$ cat config.mk
export PLATFORM = sky130hd
export DESIGN_NAME = adc_out_fmt
export DESIGN_NICKNAME = d
export VERILOG_FILES = /design/src/rtl/adc_fmt_pkg.sv /design/src/rtl/adc_fmt_regs.sv /design/src/rtl/adc_fmt_code.sv /design/src/rtl/adc_ovr_ctrl.sv /design/src/rtl/adc_out_fmt.sv
export SDC_FILE = /design/constraint.sdc
export NUM_CORES = 1
export LEC_CHECK = 0
export BUFFER_PORTS_ARGS = -buffer_cell sky130_fd_sc_hd__buf_2
export CORE_MARGIN = 2
export CORE_UTILIZATION = 54
export CTS_CLUSTER_DIAMETER = 40
export DETAILED_ROUTE_END_ITERATION = 8
export PLACE_DENSITY_LB_ADDON = 0.3
export SYNTH_ARGS = -nofsm -noshare
export SYNTH_HDL_FRONTEND = slang
export SYNTH_SLANG_ARGS = --single-unit
$ cat constraint.sdc
create_clock -name clk_i -period 2.8 [get_ports clk_i]
set_input_delay 0.14 -clock clk_i [delete_from_list [all_inputs] [get_ports clk_i]]
set_output_delay 0.14 -clock clk_i [all_outputs]
set_load 0.1 [all_outputs]
$ cat src/rtl/adc_fmt_pkg.sv
package adc_fmt_pkg;
  typedef enum logic [1:0] {
    FMT_OFFSET = 2'd0,
    FMT_TWOS   = 2'd1,
    FMT_GRAY   = 2'd2,
    FMT_TWOS_R = 2'd3
  } fmt_e;

  localparam int REG_AW   = 2;
  localparam int REG_DW   = 8;
  localparam int THR_W    = 6;
  localparam logic [REG_AW-1:0] ADDR_FMT = 2'd0;
  localparam logic [REG_AW-1:0] ADDR_OVR = 2'd1;
  localparam int POL_BIT  = 2;
  localparam int AREN_BIT = 7;
endpackage

$ cat src/rtl/adc_fmt_regs.sv
module adc_fmt_regs
  import adc_fmt_pkg::*;
(
  input  logic              clk_i,
  input  logic              rst_ni,
  input  logic              wr_en_i,
  input  logic [REG_AW-1:0] wr_addr_i,
  input  logic [REG_DW-1:0] wr_data_i,
  output fmt_e              fmt_o,
  output logic              pol_o,
  output logic [THR_W-1:0]  thr_o,
  output logic              ar_en_o
);
  logic unused_wr;
  assign unused_wr = wr_data_i[6];

  always_ff @(posedge clk_i or negedge rst_ni) begin
    if (!rst_ni) begin
      fmt_o <= FMT_OFFSET;
      pol_o <= 1'b0;
    end else if (wr_en_i && wr_addr_i == ADDR_FMT) begin
      fmt_o <= fmt_e'(wr_data_i[1:0]);
      pol_o <= wr_data_i[POL_BIT];
    end
  end

  always_ff @(posedge clk_i or negedge rst_ni) begin
    if (!rst_ni) begin
      thr_o   <= '0;
      ar_en_o <= 1'b0;
    end else if (wr_en_i && wr_addr_i == ADDR_OVR) begin
      thr_o   <= wr_data_i[THR_W-1:0];
      ar_en_o <= wr_data_i[AREN_BIT];
    end
  end

  assert_unmapped_write_R10: assert property (@(posedge clk_i) disable iff (!rst_ni)
    (wr_en_i && wr_addr_i != ADDR_FMT && wr_addr_i != ADDR_OVR)
      |=> ($stable(fmt_o) && $stable(pol_o) && $stable(thr_o) && $stable(ar_en_o)));

  assert_idle_hold_R10: assert property (@(posedge clk_i) disable iff (!rst_ni)
    !wr_en_i |=> ($stable(fmt_o) && $stable(thr_o) && $stable(ar_en_o)));
endmodule

$ cat src/rtl/adc_fmt_code.sv
module adc_fmt_code
  import adc_fmt_pkg::*;
#(
  parameter int DW       = 16,
  parameter int STEP_LOG = 9
) (
  input  logic [DW-1:0]    sample_i,
  input  fmt_e             fmt_i,
  input  logic [THR_W-1:0] thr_i,
  output logic [DW-1:0]    code_o,
  output logic [DW-1:0]    mid_o,
  output logic             over_o
);
  localparam logic [DW:0]   FULL   = (DW+1)'((1 << (DW-1)) - 1);
  localparam logic [DW-1:0] OB_MID = DW'(1) << (DW-1);
  localparam logic [DW-1:0] GR_MID = OB_MID ^ (OB_MID >> 1);

  logic [DW-1:0] ob;
  logic [DW-1:0] gray;
  logic [DW:0]   mag;
  logic [DW:0]   level;

  assign ob = {~sample_i[DW-1], sample_i[DW-2:0]};

  assign gray[DW-1] = ob[DW-1];
  for (genvar i = 0; i < DW-1; i++) begin : g_gray
    assign gray[i] = ob[i] ^ ob[i+1];
  end

  always_comb begin
    unique case (fmt_i)
      FMT_OFFSET: begin code_o = ob;       mid_o = OB_MID; end
      FMT_GRAY:   begin code_o = gray;     mid_o = GR_MID; end
      default:    begin code_o = sample_i; mid_o = '0;     end
    endcase
  end

  // magnitude in DW+1 bits so that the most negative code maps to 2^(DW-1)
  assign mag    = sample_i[DW-1] ? ({1'b0, ~sample_i} + 1'b1) : {1'b0, sample_i};
  assign level  = FULL - ((DW+1)'(thr_i) << STEP_LOG);
  assign over_o = (mag >= level);

  always_comb begin
    assert_gray_msb_R2: assert (fmt_i != FMT_GRAY || code_o[DW-1] == ~sample_i[DW-1]);
  end
endmodule

$ cat src/rtl/adc_ovr_ctrl.sv
module adc_ovr_ctrl #(
  parameter int TRIP_RUN = 16,
  parameter int RST_LEN  = 8
) (
  input  logic clk_i,
  input  logic rst_ni,
  input  logic vld_i,
  input  logic ar_en_i,
  input  logic dig_over_i,
  input  logic atrip_i,
  output logic busy_o,
  output logic flag_o
);
  localparam int TCW = $clog2(TRIP_RUN);
  localparam int RCW = $clog2(RST_LEN + 1);
  localparam logic [TCW-1:0] TRIP_LAST = TCW'(TRIP_RUN - 1);
  localparam logic [RCW-1:0] RST_INIT  = RCW'(RST_LEN);

  logic [TCW-1:0] trip_cnt;
  logic [RCW-1:0] rst_cnt;
  logic           trip_hit;
  logic           trig;

  assign busy_o   = (rst_cnt != '0);
  assign trip_hit = atrip_i && (trip_cnt == TRIP_LAST);
  assign trig     = vld_i && !busy_o && ar_en_i && (dig_over_i || trip_hit);
  assign flag_o   = busy_o || dig_over_i || atrip_i;

  always_ff @(posedge clk_i or negedge rst_ni) begin
    if (!rst_ni) begin
      trip_cnt <= '0;
    end else if (vld_i) begin
      if (busy_o || !atrip_i || trip_hit) trip_cnt <= '0;
      else                                trip_cnt <= trip_cnt + 1'b1;
    end
  end

  always_ff @(posedge clk_i or negedge rst_ni) begin
    if (!rst_ni)              rst_cnt <= '0;
    else if (trig)            rst_cnt <= RST_INIT;
    else if (vld_i && busy_o) rst_cnt <= rst_cnt - 1'b1;
  end

  assert_run_clear_R8: assert property (@(posedge clk_i) disable iff (!rst_ni)
    (vld_i && !atrip_i) |=> (trip_cnt == '0));

  assert_rst_bound_R7: assert property (@(posedge clk_i) disable iff (!rst_ni)
    rst_cnt <= RST_INIT);

  assert_rst_needs_en_R6: assert property (@(posedge clk_i) disable iff (!rst_ni)
    $rose(busy_o) |-> $past(ar_en_i));

  assert_rst_hold_R7: assert property (@(posedge clk_i) disable iff (!rst_ni)
    (busy_o && !vld_i) |=> busy_o);
endmodule

$ cat src/rtl/adc_out_fmt.sv
module adc_out_fmt
  import adc_fmt_pkg::*;
#(
  parameter int DW       = 16,
  parameter int STEP_LOG = 9,
  parameter int TRIP_RUN = 16,
  parameter int RST_LEN  = 8
) (
  input  logic              clk_i,
  input  logic              rst_ni,
  input  logic              wr_en_i,
  input  logic [REG_AW-1:0] wr_addr_i,
  input  logic [REG_DW-1:0] wr_data_i,
  input  logic [DW-1:0]     sample_i,
  input  logic              sample_vld_i,
  input  logic              atrip_i,
  output logic [DW-1:0]     data_o,
  output logic              dco_o,
  output logic              ovr_o,
  output logic              mod_rst_o
);
  fmt_e             fmt;
  logic             pol;
  logic [THR_W-1:0] thr;
  logic             ar_en;
  logic [DW-1:0]    code;
  logic [DW-1:0]    mid;
  logic             dig_over;
  logic             busy;
  logic             flag;
  logic             dco_q;

  adc_fmt_regs u_regs (
    .clk_i, .rst_ni, .wr_en_i, .wr_addr_i, .wr_data_i,
    .fmt_o(fmt), .pol_o(pol), .thr_o(thr), .ar_en_o(ar_en)
  );

  adc_fmt_code #(.DW(DW), .STEP_LOG(STEP_LOG)) u_code (
    .sample_i, .fmt_i(fmt), .thr_i(thr),
    .code_o(code), .mid_o(mid), .over_o(dig_over)
  );

  adc_ovr_ctrl #(.TRIP_RUN(TRIP_RUN), .RST_LEN(RST_LEN)) u_ctrl (
    .clk_i, .rst_ni, .vld_i(sample_vld_i), .ar_en_i(ar_en),
    .dig_over_i(dig_over), .atrip_i, .busy_o(busy), .flag_o(flag)
  );

  always_ff @(posedge clk_i or negedge rst_ni) begin
    if (!rst_ni) begin
      data_o <= '0;
      ovr_o  <= 1'b0;
      dco_q  <= 1'b0;
    end else begin
      dco_q <= sample_vld_i;
      if (sample_vld_i) begin
        data_o <= busy ? mid : code;
        ovr_o  <= flag;
      end
    end
  end

  assign dco_o     = dco_q ^ pol;
  assign mod_rst_o = busy;

  assert_hold_idle_R3: assert property (@(posedge clk_i) disable iff (!rst_ni)
    !sample_vld_i |=> ($stable(data_o) && $stable(ovr_o)));

  assert_flag_in_reset_R7: assert property (@(posedge clk_i) disable iff (!rst_ni)
    (mod_rst_o && sample_vld_i) |=> ovr_o);

  assert_trip_flag_R5: assert property (@(posedge clk_i) disable iff (!rst_ni)
    (sample_vld_i && atrip_i) |=> ovr_o);

  assert_dco_pulse_R9: assert property (@(posedge clk_i) disable iff (!rst_ni)
    sample_vld_i |=> (dco_o != $past(pol)));
endmodule

### Word-level counts from Yosys, hierarchy flattened

Index checks and enable logic that the tools add are counted.

| storage, ports and cells | value |
|---|---|
| register bits | 36 |
| input port bits | 31 |
| output and inout bits | 19 |
| word-level logic and storage cells | 60 |

| cells by class | value |
|---|---|
| add/subtract/negate cells | 4 |
| $lt $le $gt $ge | 1 |
| equal/unequal tests | 3 |
| mux-type cells | 7 |
| bitwise operators | 18 |
| reductions and logical operators | 18 |

Operator list:

| kind | number |
|---|---|
| $pmux 16 s2 | 2 |
| $add 16x1->17 const B | 1 |
| $ge 17x17->1 | 1 |
| $mux 17 | 1 |
| $mux 16 | 1 |
| $not 16->16 | 1 |
| $sub 15x15->16 const A | 1 |
| $xor 1x1->1 | 16 |
| $mux 4 | 3 |
| $logic_and 1x1->1 | 7 |
| $logic_or 1x1->1 | 5 |
| $add 4x1->4 const B | 1 |
| $eq 4x4->1 const B | 1 |
| $logic_not 2->1 | 2 |
| $reduce_bool 4->1 | 1 |
| $sub 4x1->4 const B | 1 |
| $eq 2x1->1 const B | 1 |
| $eq 2x2->1 const B | 1 |
| $logic_not 1->1 | 2 |
| $reduce_bool 2->1 | 1 |
| $not 1->1 | 1 |

### Depth between registers and ports, before layout

Gate-level depths: netlist of the first run.

| depth | value |
|---|---|
| depth in word-level cells | 7 |
| gate-level depth with buffers | 14 |
| mapped depth without buffers | 13 |

### Hierarchy

Synthesis of the first run repeated with hierarchy kept, for this count alone.

| second synthesis, totals | value |
|---|---|
| cells, all modules | 294 |
| area total of the unflattened synthesis | 2696.3 um^2 |

Modules (own cells, without submodules):

| module | instances | cells an instance | area an instance (um^2) | seq. area each (um^2) |
|---|---|---|---|---|
| adc_fmt_code | 1 | 147 | 987.2 | 0.0 |
| adc_out_fmt | 1 | 74 | 820.8 | 450.4 |
| adc_ovr_ctrl | 1 | 51 | 486.7 | 200.2 |
| adc_fmt_regs | 1 | 22 | 401.6 | 250.2 |

### Least setup slack after synthesis of the first run

No wires, ideal clock.

| path | value |
|---|---|
| kind | input to register |
| start | input sample_i[5] |
| end | register u_ctrl.rst_cnt[3] |
| library setup time | 0.120 ns |
| arrival time | 2.319 ns |
| required time | 2.680 ns |
| path slack | 0.362 ns |
| stages on the path | 13 |
| path buffers | 1 |
| cell sequence | inv_1 > ha_1 > and4_1 > buf_6 > a31oi_1 > xnor2_1 > ha_1 > a21o_1 > a21oi_1 > o21ai_1 > a311o_1 > o31a_1 > a31o_1 |

| on the way | value |
|---|---|
| longest elaborated chain between the ends | 7 |
| elaborated cells on any way between the ends | 8 |
| those cells by class | add/sub (1); order compare (1); mux (2); bitwise (1); reduce/logical (3) |

Ends and longest elaborated chain:

| item | line | source |
|---|---|---|
| start, declared | adc_out_fmt.sv:14 | `input logic [DW-1:0] sample_i,` |
| $not 16->16 | adc_fmt_code.sv:39 | `assign mag = sample_i[DW-1] ? ({1'b0, ~sample_i} + 1'b1) : {1'b0, sample_i};` |
| $add 16x1->17 | adc_fmt_code.sv:39 |  |
| $mux 17 (*) | adc_fmt_code.sv:39 |  |
| $ge 17x17->1 (*) | adc_fmt_code.sv:41 | `assign over_o = (mag >= level);` |
| $logic_or 1x1->1 (*) | adc_ovr_ctrl.sv:26 | `assign trig = vld_i && !busy_o && ar_en_i && (dig_over_i \|\| trip_hit);` |
| $logic_and 1x1->1 (*) | adc_ovr_ctrl.sv:26 |  |
| $mux 4 / $reduce_bool 2->1 (equally long branches) | - |  |
| end signal, assigned | adc_ovr_ctrl.sv:41 | `else if (vld_i && busy_o) rst_cnt <= rst_cnt - 1'b1;` |
| end, declared | adc_ovr_ctrl.sv:20 | `logic [RCW-1:0] rst_cnt;` |

Mark *: on every way between the ends. The rest lies on a longest branch, timed or not.
A chain may end at the register's enable or synchronous reset.

### Worst setup path after layout of the first run

Same ends and word-level chain as after synthesis.

==> reports/qor.txt, run 1 <==
status - finished, final reports clean
crit path DAT - 2.62 ns
via count - 1950
fmax - 0.410 GHz
ys async rst share - 1.00
Crit. End Element - flop
TNS Setup - 0 ns
mux share of post-synthesis cell area - 0.0627
Reg2Reg Depth - 7
ys flop type - dfrtp_1
die height - 69.5 um
syn_nets - 299
Reg clk slew, reported paths - 0.07 ns
Post-Synth Simple-Gate Area - 0.141
core area - 4060 um^2
first-pass GRT wire length - 8660 um
Synth Instances - 245
# H-tree levels - 2
CTS Buffer Depth - 2
share of cells above drive strength 1 - 0.238
Initial DRC Count - 90
top cells by count, synth - dfrtp_1, a21oi_1, ha_1, nor2_1, inv_1
Area Overhead vs Synth - 18.8%
Yosys cell types - 41
drt drc - 0
Buffers on Ports - 48
worst min path class - in2reg
Worst-Margin Slew - 0.773 ns
maximum fanout along the worst path - 4
nets - 356
Setup Skew - 0.00400 ns
Fin. Hold Viols - 0
Post-synth EDFFs - 0
Synth Register Bits - 36
std cell rows - 23
max_cap viols - 0
pwr/cell area - 792 nW/um^2
Routed WL - 4940 um
largest net degree at the start of global routing - 37
Synth Area in Compound Gates - 0.185
fin area - 2750 um^2
Cell Area, Placed - 2650 um^2
Area contributors post-synth - dfrtp_1, ha_1, o2bb2ai_1
Synth area leader - dfrtp_1
placed cells - 344
hold buffers post-CTS - 1
Post-Synth Adder-Cell Area - 0.124
Final Slew Violations - 0
CP peak stage delay - 0.35 ns
wire per inst - 14.0 um
TritonCTS clock tree - done
Clock Tree Root - clkbuf_8
Routed Antenna Nets - 0
Ys Warns - 0
post-CTS setup buffer count - 0
CP Class - in2reg
Hold Path Stages - 2
Die X - 69.5 um
Starting Density - 0.570
Mapped Area - 2310 um^2
Clock Latency Late Sink - 0.29 ns
slowest stage cell, crit path - a311o_1
average vias per placed instance - 5.52
fin crit share - 0.872
gr usage total - 0.220
share of the synthesized area in the top cell type - 0.389
Setup crit start kind - input pin
Tot Pwr - 2.18 mW
DP Wirelength - 3830 um
peak supply drop - 0.566 mV
Top delay family on crit path - compound AO/OA/AOI/OAI gates
hold slack - 0.0593 ns
slew margin rel. - 0.485
synthesized area per cell - 9.44 um^2
Ports - 50
fin cells - 353
# setup viols final - 0
XOR/XNOR share of the synthesized area - 0.0416
most frequent cell after synthesis - dfrtp_1
RD Place Congestion - 0.885
post-layout min period - 2.44 ns
LEAKAGE - 1.36 nW
Critical Path Stages - 13
critical path cell sequence - buf_2 -> inv_1 -> ha_1 -> nand4b_2 -> o21ai_1 -> xnor2_1 -> ha_1 -> a21o_1 -> a21oi_1 -> o21ai_1 -> a311o_1 -> o31a_1 -> a31o_1
TritonCTS Buffers - 5
total gr overflow - 0
DR pass1 iterations - 4
Die ar. - 4820 um^2
post-CTS sizing - 0
antenna violations before repair - 0
# diodes - 0
vias in the first global route - 1920
sequential element share of the synthesized area - 0.389
WP buf/inv - 2
Clock Sinks - 36
worst path required time - 2.98 ns
largest family of logic cells by synthesized area - compound AO/OA/AOI/OAI gates
RSZ-0062 raised after global routing - no
-- flip-flops by register name, indices dropped and copies added (netlist names) --
name             flops
data_o              16
dco_q                1
ovr_o                1
u_ctrl.rst_cnt       4
u_ctrl.trip_cnt      4
u_regs.ar_en_o       1
u_regs.fmt_o         2
u_regs.pol_o         1
u_regs.thr_o         6
-- power breakdown --
| group | internal, mW | switching, mW |
|---|---|---|
| combinational | 0.267 | 0.828 |
| sequential | 0.641 | 0.0775 |
| clock | 0.178 | 0.185 |
-- final timing paths --
| path | end | from | slack [ns] |
|---|---|---|---|
| setup reg to reg | u_ctrl.rst_cnt[3] | u_regs.thr_o[4] | 0.65 |
| hold / removal | u_regs.thr_o[5] | wr_data_i[5] | 0.06 |
| setup / recovery | u_ctrl.rst_cnt[3] | sample_i[5] | 0.36 |
| min in group asynchronous | u_regs.fmt_o[1] | rst_ni | 0.47 |
| max in group asynchronous | data_o[4] | rst_ni | 1.84 |
| hold reg to reg | u_ctrl.trip_cnt[3] | u_ctrl.trip_cnt[3] | 0.48 |
-- placed cells by master (no fill, tap or decap), types with 2 or more instances in the layout --
cell type	netlist	routed
buf_2	1	48
dfrtp_1	36	36
nor2_1	23	23
a21oi_1	23	23
ha_1	23	23
inv_1	21	21
nand2_1	17	17
o2bb2ai_1	15	15
buf_4	0	11
xnor2_1	8	8
mux2_1	8	8
nand3_1	7	7
nand4_1	6	6
clkbuf_8	0	5
o21ai_1	4	4
mux2_2	4	4
o21ai_0	4	4
nand2b_1	3	3
xor2_1	3	3
nor4_1	3	3
a21o_1	3	3
o31ai_1	3	3
a31oi_1	2	2
a311oi_1	2	2
clkbuf_1	8	2
-- cells by family (layout without fill, tap and decap cells) --
logic type	after synthesis	in the layout
simple gates	67	67
flops	36	36
compound gates	63	63
mux	13	13
xor+xnor	11	11
buf+inv	32	90
fa+ha+maj	23	23
-- metal layers --
metal	vias up	wire [um]	GRT usage
li1	997	-	-
met4	0	40	0.0610
met1	898	2520	0.318
met3	5	253	0.0523
met2	50	2130	0.332
met5	-	0	0
-- layout make-up --
cell class / instances / area, um^2
clock buffer: 7 / 76.3
inverter: 22 / 82.6
tap: 50 / 62.6
timing repair buffer: 60 / 333
sequential: 36 / 901
fill: 340 / 1310
multi-input combinational: 177 / 1280
clock inverter: 1 / 8.76
-- stage by stage --
step	setup slack [ns]	utilization
final	0.359	0.677
after global routing	0.176	0.677
after CTS	0.373	0.677
after detailed placement	0.0639	0.654
after global placement	0.0729	0.654
after floorplan	0.362	-
(Power assumes the default switching activity.)
==> inputs of run 2 (changes only) <==
CORE_ASPECT_RATIO = 0.7   (was unset)
CORE_UTILIZATION = 55   (was 54)
SYNTH_HIERARCHICAL = 1   (was unset)
==> run 2 against run 1 <==
  * Cell area up 16%
  * Combinational power increased by 17%
  * Clock power up 9.1%
  * Hold slack better by 0.019 ns
  * Sequential share of layout area fell by 4.5 points
  * Highest routed layer unchanged
  * Critical endpoint is now ovr_o
  * Sequential power rose by 2%
==> reports/qor.txt, run 2 <==
status - finished, final reports clean
commonest non-fill, non-tap cells in the layout - buf_2, dfrtp_1, nand2_1, a21oi_1
RD Place Congestion - 0.913 (+3.2%)
Routed WL - 5960 um (+21%)
critical path cell sequence - buf_2 -> inv_1 -> ha_2 -> and4b_2 -> nand4_1 -> nand2_1 -> xnor2_1 -> ha_1 -> a21oi_1 -> o21ai_1 -> a221oi_2 -> o31ai_2 -> or3_1 -> mux2_2
Final Slew Violations - 0 (unchanged)
metal2 WL - 2440 um (+14%)
Starting Density - 0.567 (-0.00319)
sequential element share of the synthesized area - 0.334 (-0.0553)
share of the synthesized area in the top cell type - 0.334 (-0.0553)
r2r endpoint - ovr_o
average vias per placed instance - 5.25 (-4.9%)
maximum fanout along the worst path - 4 (unchanged)
worst min path class - in2reg
commonest non-fill, non-tap cell in the layout - buf_2
fin area - 3190 um^2 (+16%)
CP peak stage delay - 0.36 ns (about the same)
Cell Area, Placed - 3030 um^2 (+14%)
wire per inst - 14.0 um (about the same)
peak supply drop - 0.555 mV (-1.9%)
largest net degree at the start of global routing - 43 (+16%)
RR Startpoint - u_regs/thr_o[1]
vias in the first global route - 2110 (+9.9%)
pwr/cell area - 755 nW/um^2 (-4.6%)
Ports - 50 (unchanged)
Synth Register Bits - 36 (unchanged)
DP Wirelength - 4620 um (+21%)
drt drc - 0 (unchanged)
antenna violations before repair - 0 (unchanged)
Fin. Hold Viols - 0 (unchanged)
crit path DAT - 2.86 ns (+0.24 ns)
most frequent cell after synthesis - dfrtp_1
# H-tree levels - 2 (unchanged)
WP buf/inv - 2 (unchanged)
# diodes - 0 (unchanged)
Crit. End Element - flop
Largest register FFs - 16 (unchanged)
met3 wire length - 357 um (+41%)
ys flop type - dfrtp_1
TritonCTS Buffers - 5 (unchanged)
Clock Sinks - 36 (unchanged)
Setup crit start kind - input pin
core area - 4760 um^2 (+17%)
Top delay family on crit path - simple AND/OR/NAND/NOR gates
Worst-Margin Slew - 0.781 ns (+0.00790 ns)
Synth area leader - dfrtp_1
std cell rows - 21 (-8.7%)
Initial DRC Count - 193 (+110%)
fmax - 0.374 GHz (-8.7%)
Die ar. - 5490 um^2 (+14%)
Hold Path End - u_regs/ar_en_o
Mapped Area - 2700 um^2 (+17%)
ys async rst share - 1.00 (unchanged)
Setup Skew - 0.00945 ns (+0.00545 ns)
Area Overhead vs Synth - 18.2%
synthesized area per cell - 9.17 um^2 (-2.9%)
biggest regs - data_o x16, u_regs/thr_o x6
Ys Warns - 6 (+6)
total gr overflow - 0 (unchanged)
die height - 62.6 um (-9.9%)
Die X - 87.7 um (+26%)
first-pass GRT wire length - 10100 um (+17%)
Routed Antenna Nets - 0 (unchanged)
Hold Path Stages - 2 (unchanged)
top cells by count, synth - dfrtp_1, nand2_1, inv_1
fin crit share - 0.955 (+0.0832)
placed cells - 417 (+21%)
Clock Tree Root - clkbuf_8
# fillers - 405 (+19%)
gr usage total - 0.233 (+0.0122)
max_cap viols - 0 (unchanged)
Area contributors post-synth - dfrtp_1, ha_1, mux2i_1
post-layout min period - 2.67 ns (+0.233 ns)
Clock Latency Late Sink - 0.29 ns (about the same)
CP Class - in2reg
Most flops, register - data_o
Synth Instances - 294 (+20%)
Post-synth EDFFs - 0 (unchanged)
slowest stage cell, crit path - or3_1
fin cells - 426 (+21%)
post-CTS setup buffer count - 0 (unchanged)
Yosys cell types - 50 (+22%)
wl on met1 - 3100 um (+23%)
# setup viols final - 0 (unchanged)
TritonCTS clock tree - done
hold path startpoint - wr_data_i[7]
Buffers on Ports - 48 (unchanged)
hold slack - 0.0787 ns (+0.0194 ns)
Reg clk slew, reported paths - 0.08 ns (about the same)
DR top layer - met4
share of cells above drive strength 1 - 0.300 (+0.0621)
Register-to-Register Setup Slack - 0.53 ns (-0.12 ns)
worst path required time - 2.99 ns (about the same)
Reg2Reg Depth - 8 (+1)
nets - 411 (+15%)
LEAKAGE - 1.59 nW (+17%)
DR pass1 iterations - 4 (unchanged)
CTS Buffer Depth - 2 (unchanged)
via count - 2237 (+15%)
slew margin rel. - 0.479 (-0.00527)
-- run 2: cell families (layout without fill, tap and decap cells) --
family,after synthesis,in the layout,share of synthesized area
DFF,36,36,0.334
muxes,29,29,0.113
other,1,14,0.00139
and+or+nand+nor,74,74,0.146
buffers and inverters,53,103,0.106
adders and majority gates,24,24,0.111
AOI/OAI and AO/OA,66,66,0.153
xor gates and xnor gates,11,11,0.0357
-- run 2: report_power, final --
part	total (mW)	switching (mW)	internal, mW
Sequential	0.730	0.0897	0.640
Clock	0.396	0.197	0.199
Combinational	1.28	0.913	0.367
-- run 2: per-layer routing --
layer | vias to the layer above | track usage
li1 | 1131 | -
met3 | 10 | 0.0449
met4 | 0 | 0.0558
met2 | 80 | 0.325
met5 | - | 0
met1 | 1016 | 0.367
-- run 2: what timing repair did --
action                                 4_1_cts  5_1_grt
setup endpoints to repair                    1        4
endpoints found under the hold margin       36        0
pin swaps                                    1        4
hold buffers                                 1        0
resized for setup                            1       16
-- run 2: cell type report --
class | count | area (um^2) | area share
clock buffer | 6 | 82.6 | 0.0259
clock inverter | 2 | 15.0 | 0.00471
inverter | 26 | 97.6 | 0.0306
multi-input combinational | 218 | 1600 | 0.503
sequential | 36 | 901 | 0.283
tap | 69 | 86.3 | 0.0271
timing repair buffer | 69 | 400 | 0.126
-- run 2: through the flow --
stage,power [mW],TNS [ns],worst slack (ns),util
5_1_grt,2.55,-0.0207,-0.0145,0.670
4_1_cts,2.40,0,0.0116,0.661
3_5_place_dp,1.99,-1.02,-0.303,0.638
6_report,2.41,0,0.126,0.670
3_3_place_gp,1.96,-0.511,-0.161,0.638
2_1_floorplan,1.78,0,0.0524,-
-- run 2: worst max path at each step --
| stage | from | to | cells after the start |
|---|---|---|---|
| 6_report | sample_i[1] | ovr_o | 14 |
| 4_1_cts | sample_i[3] | ovr_o | 14 |
| 3_5_place_dp | sample_i[1] | ovr_o | 14 |
| 2_1_floorplan | sample_i[3] | ovr_o | 14 |
| 3_3_place_gp | sample_i[1] | ovr_o | 14 |
| 5_1_grt | sample_i[1] | u_ctrl/rst_cnt[1] | 15 |
==> inputs of run 3 (changes only) <==
CORE_MARGIN = unset   (was 2)
CORE_UTILIZATION = 56   (was 55)
PLACE_DENSITY = 0.78   (was unset)
PLACE_DENSITY_LB_ADDON = unset   (was 0.3)
==> run 3 against run 2 <==
  * The flow now finishes with violations (design-rule violations)
  * Combinational power is essentially flat
  * Non-clock buffer count stayed put
  * Core utilization is 3.4 points higher
  * Clock skew about the same
  * Die area is 7.0% lower
  * First-iteration DRC count decreased by 10%
  * Cell area is 1.0% lower
  * Clock-buffer cell count shrank 1
  * Cell count fell by 3.3%
  * Sequential power barely moved
  * Hold slack better by 0.0014 ns
  * Worst setup slack worse by 0.063 ns
  * Critical endpoint unchanged
==> reports/qor.txt, run 3 (synthesis results as in run 2) <==
status - finished with violations
violated checks - design-rule violations
Reg clk slew, reported paths - 0.08 ns (about the same)
Crit. End Element - flop
TritonCTS clock tree - done
peak supply drop - 0.545 mV (-1.8%)
Setup Skew - 0.00919 ns (-0.000258 ns)
gr usage total - 0.248 (+0.0151)
Clock Sinks - 36 (unchanged)
Fin. Hold Viols - 0 (unchanged)
Final Slew Violations - 0 (unchanged)
wire per inst - 14.7 um (+4.7%)
CP Class - in2reg
largest net degree at the start of global routing - 43 (unchanged)
Final Util - 0.704 (+0.0341)
share of cells above drive strength 1 - 0.300 (unchanged)
LEAKAGE - 1.59 nW (-0.29%)
Starting Density - 0.602 (+0.0350)
Clock Tree Root - clkbuf_8
fin area - 3150 um^2 (-1.0%)
max_cap viols - 0 (unchanged)
drt drc - 5 (+5)
biggest regs - data_o x16, u_regs/thr_o x6
Ports - 50 (unchanged)
RR Startpoint - u_regs/thr_o[1]
hold path startpoint - wr_data_i[7]
RD Place Congestion - 0.891 (-2.4%)
post-layout min period - 2.74 ns (+0.0628 ns)
slew margin rel. - 0.476 (-0.00307)
worst path required time - 2.98 ns (about the same)
# setup viols final - 0 (unchanged)
maximum fanout along the worst path - 5 (+1)
commonest non-fill, non-tap cell in the layout - buf_2
pwr/cell area - 755 nW/um^2 (about the same)
Setup crit start kind - input pin
DP Wirelength - 4680 um (+1.2%)
std cell rows - 20 (-4.8%)
commonest non-fill, non-tap cells in the layout - buf_2, dfrtp_1, nand2_1, a21oi_1
crit path launch - sample_i[6]
Buffers on Ports - 48 (unchanged)
Largest register FFs - 16 (unchanged)
total gr overflow - 0 (unchanged)
fmax - 0.365 GHz (-2.3%)
antenna violations before repair - 0 (unchanged)
Die ar. - 5100 um^2 (-7.0%)
nets - 411 (unchanged)
DR pass1 iterations - 6 (+2)
# H-tree levels - 2 (unchanged)
Area Overhead vs Synth - 17.0%
TritonCTS Buffers - 5 (unchanged)
Die X - 84.9 um (-3.1%)
worst min path class - in2reg
Most flops, register - data_o
crit path DAT - 2.92 ns (+0.06 ns)
vias in the first global route - 2023 (-4.1%)
fin crit share - 0.977 (+0.0224)
average vias per placed instance - 5.50 (+4.7%)
Cell Area, Placed - 3020 um^2 (-0.58%)
# diodes - 0 (unchanged)
core area - 4480 um^2 (-5.8%)
first-pass GRT wire length - 9500 um (-6.0%)
Routed Antenna Nets - 0 (unchanged)
Worst-Margin Slew - 0.786 ns (+0.00461 ns)
CTS Buffer Depth - 2 (unchanged)
via count - 2266 (+1.3%)
Clock Latency Late Sink - 0.29 ns (about the same)
die height - 60.1 um (-4.0%)
Routed WL - 6040 um (+1.3%)
Initial DRC Count - 173 (-10%)
## run 3: where the power goes
part / total, mW / switching (mW) / internal (mW) / leakage (nW)
clock network: 0.376 / 0.200 / 0.176 / 0.0445
logic: 1.28 / 0.912 / 0.366 / 1.12
registers: 0.728 / 0.0881 / 0.640 / 0.422
## run 3: final cells by class
cell class,instances,area (um^2)
clock buffers,5,68.8
clock inverters,3,21.3
fillers,351,1330
inverters,26,97.6
multi-input cells,218,1600
flip-flops and latches,36,901
well taps,55,68.8
repair buffers,69,400
## run 3: worst paths after layout
path	slack [ns]	cells after the start	endpoint
worst max-delay path	0.06	14	ovr_o
worst min-delay path	0.08	2	u_regs/ar_en_o
worst max register to register	0.48	8	ovr_o
worst min register to register	0.51	1	u_regs/fmt_o[1]
max in group asynchronous	1.84	2	u_regs/thr_o[1]
min in group asynchronous	0.46	2	u_regs/ar_en_o
## run 3: repair_timing
action	in CTS	in global routing
hold buffers	1	0
setup endpoints to repair	0	4
setup buffers	0	0
endpoints found under the hold margin	36	0
resized for setup	0	16
## run 3: metal layers
metal	vias to the layer above	routed length (um)	GRT usage
met5	-	0	0
met4	0	40	0.0630
met3	5	349	0.0456
met2	74	2610	0.400
met1	1051	3040	0.349
li1	1136	-	-
## run 3: worst max-delay path, stage by stage
cell      delay [ns]
buf_2           0.11
inv_2           0.10
ha_2            0.20
and4_4          0.26
a21oi_1         0.08
xnor2_1         0.22
ha_1            0.28
a21o_1          0.16
a21oi_1         0.13
o21ai_0         0.11
a221oi_1        0.33
o31ai_2         0.14
or3_1           0.36
mux2_2          0.28
## run 3: per-stage QoR
stage / setup TNS [ns] / instances / total power, mW / hold slack, ns / setup slack, ns
5_1_grt: -0.0144 / 412 / 2.52 / 0.0828 / -0.0144
3_5_place_dp: -1.04 / 403 / 1.99 / 0.277 / -0.271
4_1_cts: 0 / 412 / 2.37 / 0.0741 / 0.0358
6_report: 0 / 412 / 2.38 / 0.0801 / 0.0632
2_1_floorplan: 0 / 307 / 1.78 / -0.156 / 0.0524
3_3_place_gp: -0.662 / 403 / 1.96 / 0.267 / -0.221
